## src/rtl/av_sync_pkg.sv

```systemverilog
package av_sync_pkg;

  localparam int CODE_LEN = 4;

  // timing attributes carried alongside every word in the pipeline
  typedef struct packed {
    logic valid;
    logic hs;
    logic vs;
    logic fld;
  } tag_t;

  // result of inspecting the four newest words
  typedef struct packed {
    logic hit;   // well-formed code found
    logic bad;   // preamble found, protection wrong
    logic f;
    logic v;
    logic h;
  } code_t;

  // control to datapath strobes
  typedef struct packed {
    logic kill;  // strip valid from words currently in the pipeline
    tag_t next;  // attributes for the word entering the pipeline
  } strobe_t;

  function automatic logic [3:0] protBits(input logic f, input logic v, input logic h);
    return {v ^ h, f ^ h, f ^ v, f ^ v ^ h};
  endfunction

endpackage

```

## src/rtl/av_code_datapath.sv

```systemverilog
module av_code_datapath
  import av_sync_pkg::*;
#(
  parameter int LANE_W    = 8,
  parameter bit LUMA_HIGH = 1'b1
) (
  input  logic                clk,
  input  logic                rst,
  input  logic                bypass,
  input  logic [2*LANE_W-1:0] dataIn,
  input  strobe_t             strobe,
  output code_t               code,
  output logic [2*LANE_W-1:0] dataOut,
  output logic                dataValid,
  output logic                hSync,
  output logic                vSync,
  output logic                field
);

  localparam int W = 2 * LANE_W;

  logic [W-1:0]      dataPipe [CODE_LEN];
  tag_t              tagPipe  [CODE_LEN];
  logic [LANE_W-1:0] lumaPipe [CODE_LEN];
  tag_t              outTag;
  logic [7:0]        xy;
  logic              preamble;
  logic              xyOk;

  // pick the lane that carries the codes
  for (genvar g = 0; g < CODE_LEN; g++) begin : g_lane
    if (LUMA_HIGH) begin : g_hi
      assign lumaPipe[g] = dataPipe[g][W-1 -: LANE_W];
    end else begin : g_lo
      assign lumaPipe[g] = dataPipe[g][LANE_W-1:0];
    end
  end

  // oldest word first: all-ones, zero, zero, then the XY word
  assign preamble = (lumaPipe[CODE_LEN-1] == {LANE_W{1'b1}}) &&
                    (lumaPipe[CODE_LEN-2] == '0) &&
                    (lumaPipe[CODE_LEN-3] == '0);
  assign xy   = lumaPipe[0][LANE_W-1 -: 8];
  assign xyOk = xy[7] && (xy[3:0] == protBits(xy[6], xy[5], xy[4]));

  always_comb begin
    code.hit = preamble && xyOk;
    code.bad = preamble && !xyOk;
    code.f   = xy[6];
    code.v   = xy[5];
    code.h   = xy[4];
  end

  always_ff @(posedge clk) begin
    if (rst) begin
      for (int i = 0; i < CODE_LEN; i++) begin
        dataPipe[i] <= '0;
        tagPipe[i]  <= '0;
      end
      dataOut <= '0;
      outTag  <= '0;
    end else begin
      dataPipe[0] <= dataIn;
      tagPipe[0]  <= strobe.next;
      for (int i = 1; i < CODE_LEN; i++) begin
        dataPipe[i]       <= dataPipe[i-1];
        tagPipe[i]        <= tagPipe[i-1];
        tagPipe[i].valid  <= tagPipe[i-1].valid && !strobe.kill;
      end
      dataOut <= dataPipe[CODE_LEN-1];
      if (bypass) begin
        outTag <= '0;
      end else begin
        outTag       <= tagPipe[CODE_LEN-1];
        outTag.valid <= tagPipe[CODE_LEN-1].valid && !strobe.kill;
      end
    end
  end

  assign dataValid = outTag.valid;
  assign hSync     = outTag.hs;
  assign vSync     = outTag.vs;
  assign field     = outTag.fld;

  AST_CODE_WORDS_INVALID: assert property (@(posedge clk) disable iff (rst)
    strobe.kill |=> !tagPipe[1].valid && !tagPipe[2].valid && !tagPipe[3].valid && !dataValid);

  AST_VALID_OUTSIDE_BLANK: assert property (@(posedge clk) disable iff (rst)
    dataValid |-> !hSync && !vSync);

  AST_BYPASS_QUIET: assert property (@(posedge clk) disable iff (rst)
    $past(bypass) |-> !dataValid && !hSync && !vSync && !field);

  AST_DATA_ADVANCES: assert property (@(posedge clk) disable iff (rst)
    1'b1 |=> dataOut == $past(dataPipe[CODE_LEN-1]));

endmodule

```

## src/rtl/av_timing_ctrl.sv

```systemverilog
module av_timing_ctrl
  import av_sync_pkg::*;
(
  input  logic    clk,
  input  logic    rst,
  input  code_t   code,
  output strobe_t strobe,
  output logic    codeErr
);

  tag_t cur;
  tag_t nextState;

  always_comb begin
    nextState = cur;
    if (code.hit) begin
      nextState.valid = !code.h && !code.v;
      nextState.hs    = code.h;
      nextState.vs    = code.v;
      nextState.fld   = code.f;
    end
    strobe.kill = code.hit;
    strobe.next = nextState;
  end

  always_ff @(posedge clk) begin
    if (rst) begin
      cur     <= '0;
      codeErr <= 1'b0;
    end else begin
      cur     <= nextState;
      codeErr <= codeErr || code.bad;
    end
  end

  AST_ERR_STICKY: assert property (@(posedge clk) disable iff (rst)
    codeErr |=> codeErr);

  AST_BAD_RAISES_ERR: assert property (@(posedge clk) disable iff (rst)
    code.bad |=> codeErr);

  AST_BAD_NO_EFFECT: assert property (@(posedge clk) disable iff (rst)
    !code.hit |=> $stable(cur));

  AST_HIT_LOADS_FLAGS: assert property (@(posedge clk) disable iff (rst)
    code.hit |=> cur.fld == $past(code.f) && cur.vs == $past(code.v) && cur.hs == $past(code.h));

endmodule

```

## src/rtl/av_sync_decoder.sv

```systemverilog
module av_sync_decoder
  import av_sync_pkg::*;
#(
  parameter int LANE_W    = 8,
  parameter bit LUMA_HIGH = 1'b1
) (
  input  logic                clk,
  input  logic                rst,
  input  logic                bypass,
  input  logic [2*LANE_W-1:0] dataIn,
  output logic [2*LANE_W-1:0] dataOut,
  output logic                dataValid,
  output logic                hSync,
  output logic                vSync,
  output logic                field,
  output logic                codeErr
);

  code_t   code;
  strobe_t strobe;

  av_code_datapath #(
    .LANE_W   (LANE_W),
    .LUMA_HIGH(LUMA_HIGH)
  ) i_datapath (
    .clk      (clk),
    .rst      (rst),
    .bypass   (bypass),
    .dataIn   (dataIn),
    .strobe   (strobe),
    .code     (code),
    .dataOut  (dataOut),
    .dataValid(dataValid),
    .hSync    (hSync),
    .vSync    (vSync),
    .field    (field)
  );

  av_timing_ctrl i_ctrl (
    .clk    (clk),
    .rst    (rst),
    .code   (code),
    .strobe (strobe),
    .codeErr(codeErr)
  );

endmodule

```

## config.mk

```make
export PLATFORM = sky130hd
export DESIGN_NAME = av_sync_decoder
export DESIGN_NICKNAME = d
export VERILOG_FILES = /design/src/rtl/av_sync_pkg.sv /design/src/rtl/av_code_datapath.sv /design/src/rtl/av_timing_ctrl.sv /design/src/rtl/av_sync_decoder.sv
export SDC_FILE = /design/constraint.sdc
export NUM_CORES = 1
export LEC_CHECK = 0
export ABC_AREA = 1
export CELL_PAD_IN_SITES_DETAIL_PLACEMENT = 0
export CELL_PAD_IN_SITES_GLOBAL_PLACEMENT = 1
export CORE_MARGIN = 5
export CORE_UTILIZATION = 25
export DETAILED_ROUTE_END_ITERATION = 6
export DONT_BUFFER_PORTS = 1
export GPL_TIMING_DRIVEN = 0
export PLACE_DENSITY_LB_ADDON = 0.3
export SYNTH_ARGS = -nofsm -noshare
export SYNTH_HDL_FRONTEND = slang
export SYNTH_SLANG_ARGS = --single-unit
```

## constraint.sdc

```tcl
create_clock -name clk -period 3.95 [get_ports clk]
set_clock_uncertainty 0.1 [all_clocks]
set_input_delay 0.5925 -clock clk [delete_from_list [all_inputs] [get_ports clk]]
set_output_delay 0.5925 -clock clk [all_outputs]
set_load 0.1 [all_outputs]
```

==> results.md <==
* GRT Residual Overflow at 0
* Cell Area, Synth at about 3100 µm²
* Drt first pass iters at 4
* Routed WL at 5250 µm
* Global-route wire length before repair at between 8000 and 9000 µm
* Cell row count at 40
* Fin crit period at 2.03 ns
* Global placement routability congestion at about 0.74
* Mapped Cells at 381
* RSZ-0062 raised after global routing: false
* Worst skew pair latency at 0.34 ns
* Layout Nets at 412
* Finished Layout Cells at 565
* Core area at 12100 µm²
* Largest net degree at the start of global routing at 20
* Area leader, netlist: dfxtp_1
* Syn nets at 401
* TritonCTS clock tree: done
* Clock-pin slew on the worst setup and hold paths at ~0.080 ns
* Max Used Layer: met4
* Die Width at ~120 µm
* Sequential element share of the synthesized area at 64.7%
* Synth Register Bits at 101
* WL met1 at 2650 µm
* Die Area at roughly 15000 µm²
* Die Ht at roughly 120 µm
* Initial antenna violation count at 0
* Worst min path class: primary input to flip-flop
* CP required at 3.26 ns
* Vias in the first global route at between 1500 and 2000
* Post-route ant nets at 0
* Period utilization at between 50% and 60%
* Initial Util at 25.8%
* Hold Path Sink: i_datapath.dataPipe[0][7]
* Max-cap violations at 0
* Drt first-iter violations at 75
* Via density at roughly 3.4
* Final Setup Violations at 0
* Crit. Startpoint: i_ctrl.codeErr
* Root Buffer: clkbuf_16
* Residual DRC at 0
* Crit path max fanout at 2
* CTS sink count at 101
* Peak Freq at 493 MHz
* Hold Violations, Final at 0
* Syn. warnings at 0
* Critical Path AT at 1.34 ns
* Antenna Cells at 0
* H-tree Lvls at 3
* Setup slack, reg-to-reg at 2.17 ns
* Metal2 WL at 2250 µm
* Ports at 40
* Pwr per Cell Area at 544 nW/µm²
* Postcts setup bufs at 0
* Cells on worst reg2reg path at 11
* Layout area overhead at 16.0%
* Distinct cells, synth at 16
* Max-slew violations at 0
* Actual slew at the worst max-slew pin at 1.00 ns
* Rel. slew slack at 33.0%
* Via count at slightly below 2000
* EDFF count, synth at 0
* Number of buffers created by CTS at 9
* Placed insts at 549
* Met3 WL at 248 µm
* Max clock buf depth at 2
* Main area contributors after synthesis: dfxtp_1 65%, nor2_1 13%, inv_1 12%, nand2_1 4.0%, nand3_1 2.4%
* CP Capture Type: output port
* Most common library cells after synthesis: 110 x nor2_1, 101 x dfxtp_1, 100 x inv_1, 33 x nand2_1, 15 x nand3_1
* CP Launch Type: flip-flop
* Multi-input logic area at 681 µm²
* Post-cts sizing count at 0
* Status: complete, no violations
* Count leader, synth: nor2_1
* Setup TNS at 0 ns
* Worst r2r dst: i_ctrl.cur[3]
* Kind of critical path: flip-flop to output port
* Max IR drop VDD at 0.181 mV
* Post-DP HPWL at about 4000 µm
* Fraction of layout cells with a size suffix above 1 at 5.79%
* Ys flop type: dfxtp_1
* Seq. cell area at 2020 µm²
* Syn Area/Cell at 8.21 µm²
* Static leakage at ~1.6 nW
* HP Start: dataIn[7]
* Filler Cell Count at ~1400
* Post-synth ARST share at 0%
* IO Port Bufs at 0
* # hold bufs at CTS at 0
* Top cell type's share of synthesized area at between 60% and 70%
* WL per Instance at 9.30 µm
* Depth of the worst hold-timing path at 2
* Gr usage total at 7.56%
* Reg2reg start: i_datapath.dataPipe[0][12]
cell type report:
type / instances / area share, %
plain buffers: 10 / 1.03
inverters: 103 / 10.7
flip-flops and latches: 101 / 55.7
clock buffers: 9 / 6.21
multi-input cells: 167 / 18.8
clock inverters: 7 / 1.83
well taps: 168 / 5.79
placed cells by master (no fill, tap or decap):
master,instances
ha_1,1
clkinv_2,1
inv_2,2
clkbuf_16,9
or2_2,1
nor3_1,1
dfxtp_1,101
nor2_1,110
a21oi_1,1
clkinv_8,1
nand3_1,15
nand2_2,2
clkinv_1,1
inv_1,100
nor2_4,1
clkinvlp_4,1
inv_6,3
nand2_1,33
clkbuf_1,10
inv_8,1
nand3_2,1
nand4_1,1
cell families after synthesis:
family | count (synthesis) | share of synthesized area (%)
compound gates | 1 | 0.160
fa+ha+maj | 1 | 0.400
buf+inv | 113 | 13.6
flops | 101 | 64.7
simple gates | 165 | 21.2
layer usage:
| layer | GRT usage [%] | up-vias |
|---|---|---|
| li1 | - | 1084 |
| met1 | 9.74 | 815 |
| met2 | 11.2 | 41 |
| met3 | 3.16 | 8 |
| met4 | 3.15 | 0 |
| met5 | 0 | - |
state kept, by name, indices dropped and copies added (netlist names):
signal and count:
i_datapath.dataPipe 64, i_datapath.dataOut 16, i_datapath.hSync 1, i_datapath.dataValid 1
i_datapath.tagPipe 15, i_datapath.field 1, i_ctrl.codeErr 1, i_ctrl.cur 1
i_datapath.vSync 1
power by group:
part	total (mW)	leakage (nW)	internal (mW)	switching [mW]
clock	0.844	0.142	0.443	0.401
combinational	0.0659	0.619	0.0203	0.0456
sequential	1.06	0.823	1.04	0.0222
worst max-delay path by stage:
stage,to,cells past startpoint
finish,codeErr,0
global route,codeErr,0
CTS,codeErr,0
detailed placement,i_ctrl.cur[3],4
global placement,i_ctrl.cur[3],4
floorplan,codeErr,0
per-stage QoR:
stage	area [µm²]	power (mW)	worst slack, ns	hold WS [ns]	util [%]
final	3630	1.97	1.92	0.253	30.0
after global routing	3630	2.05	1.87	0.239	30.0
after CTS	3630	2.00	1.89	0.238	30.0
after detailed placement	3340	1.16	2.06	0.294	27.6
after global placement	3340	1.16	2.05	0.292	27.6
after floorplan	3130	1.14	2.33	0.288	-
Note: power is estimated with default switching activity, not from simulation.
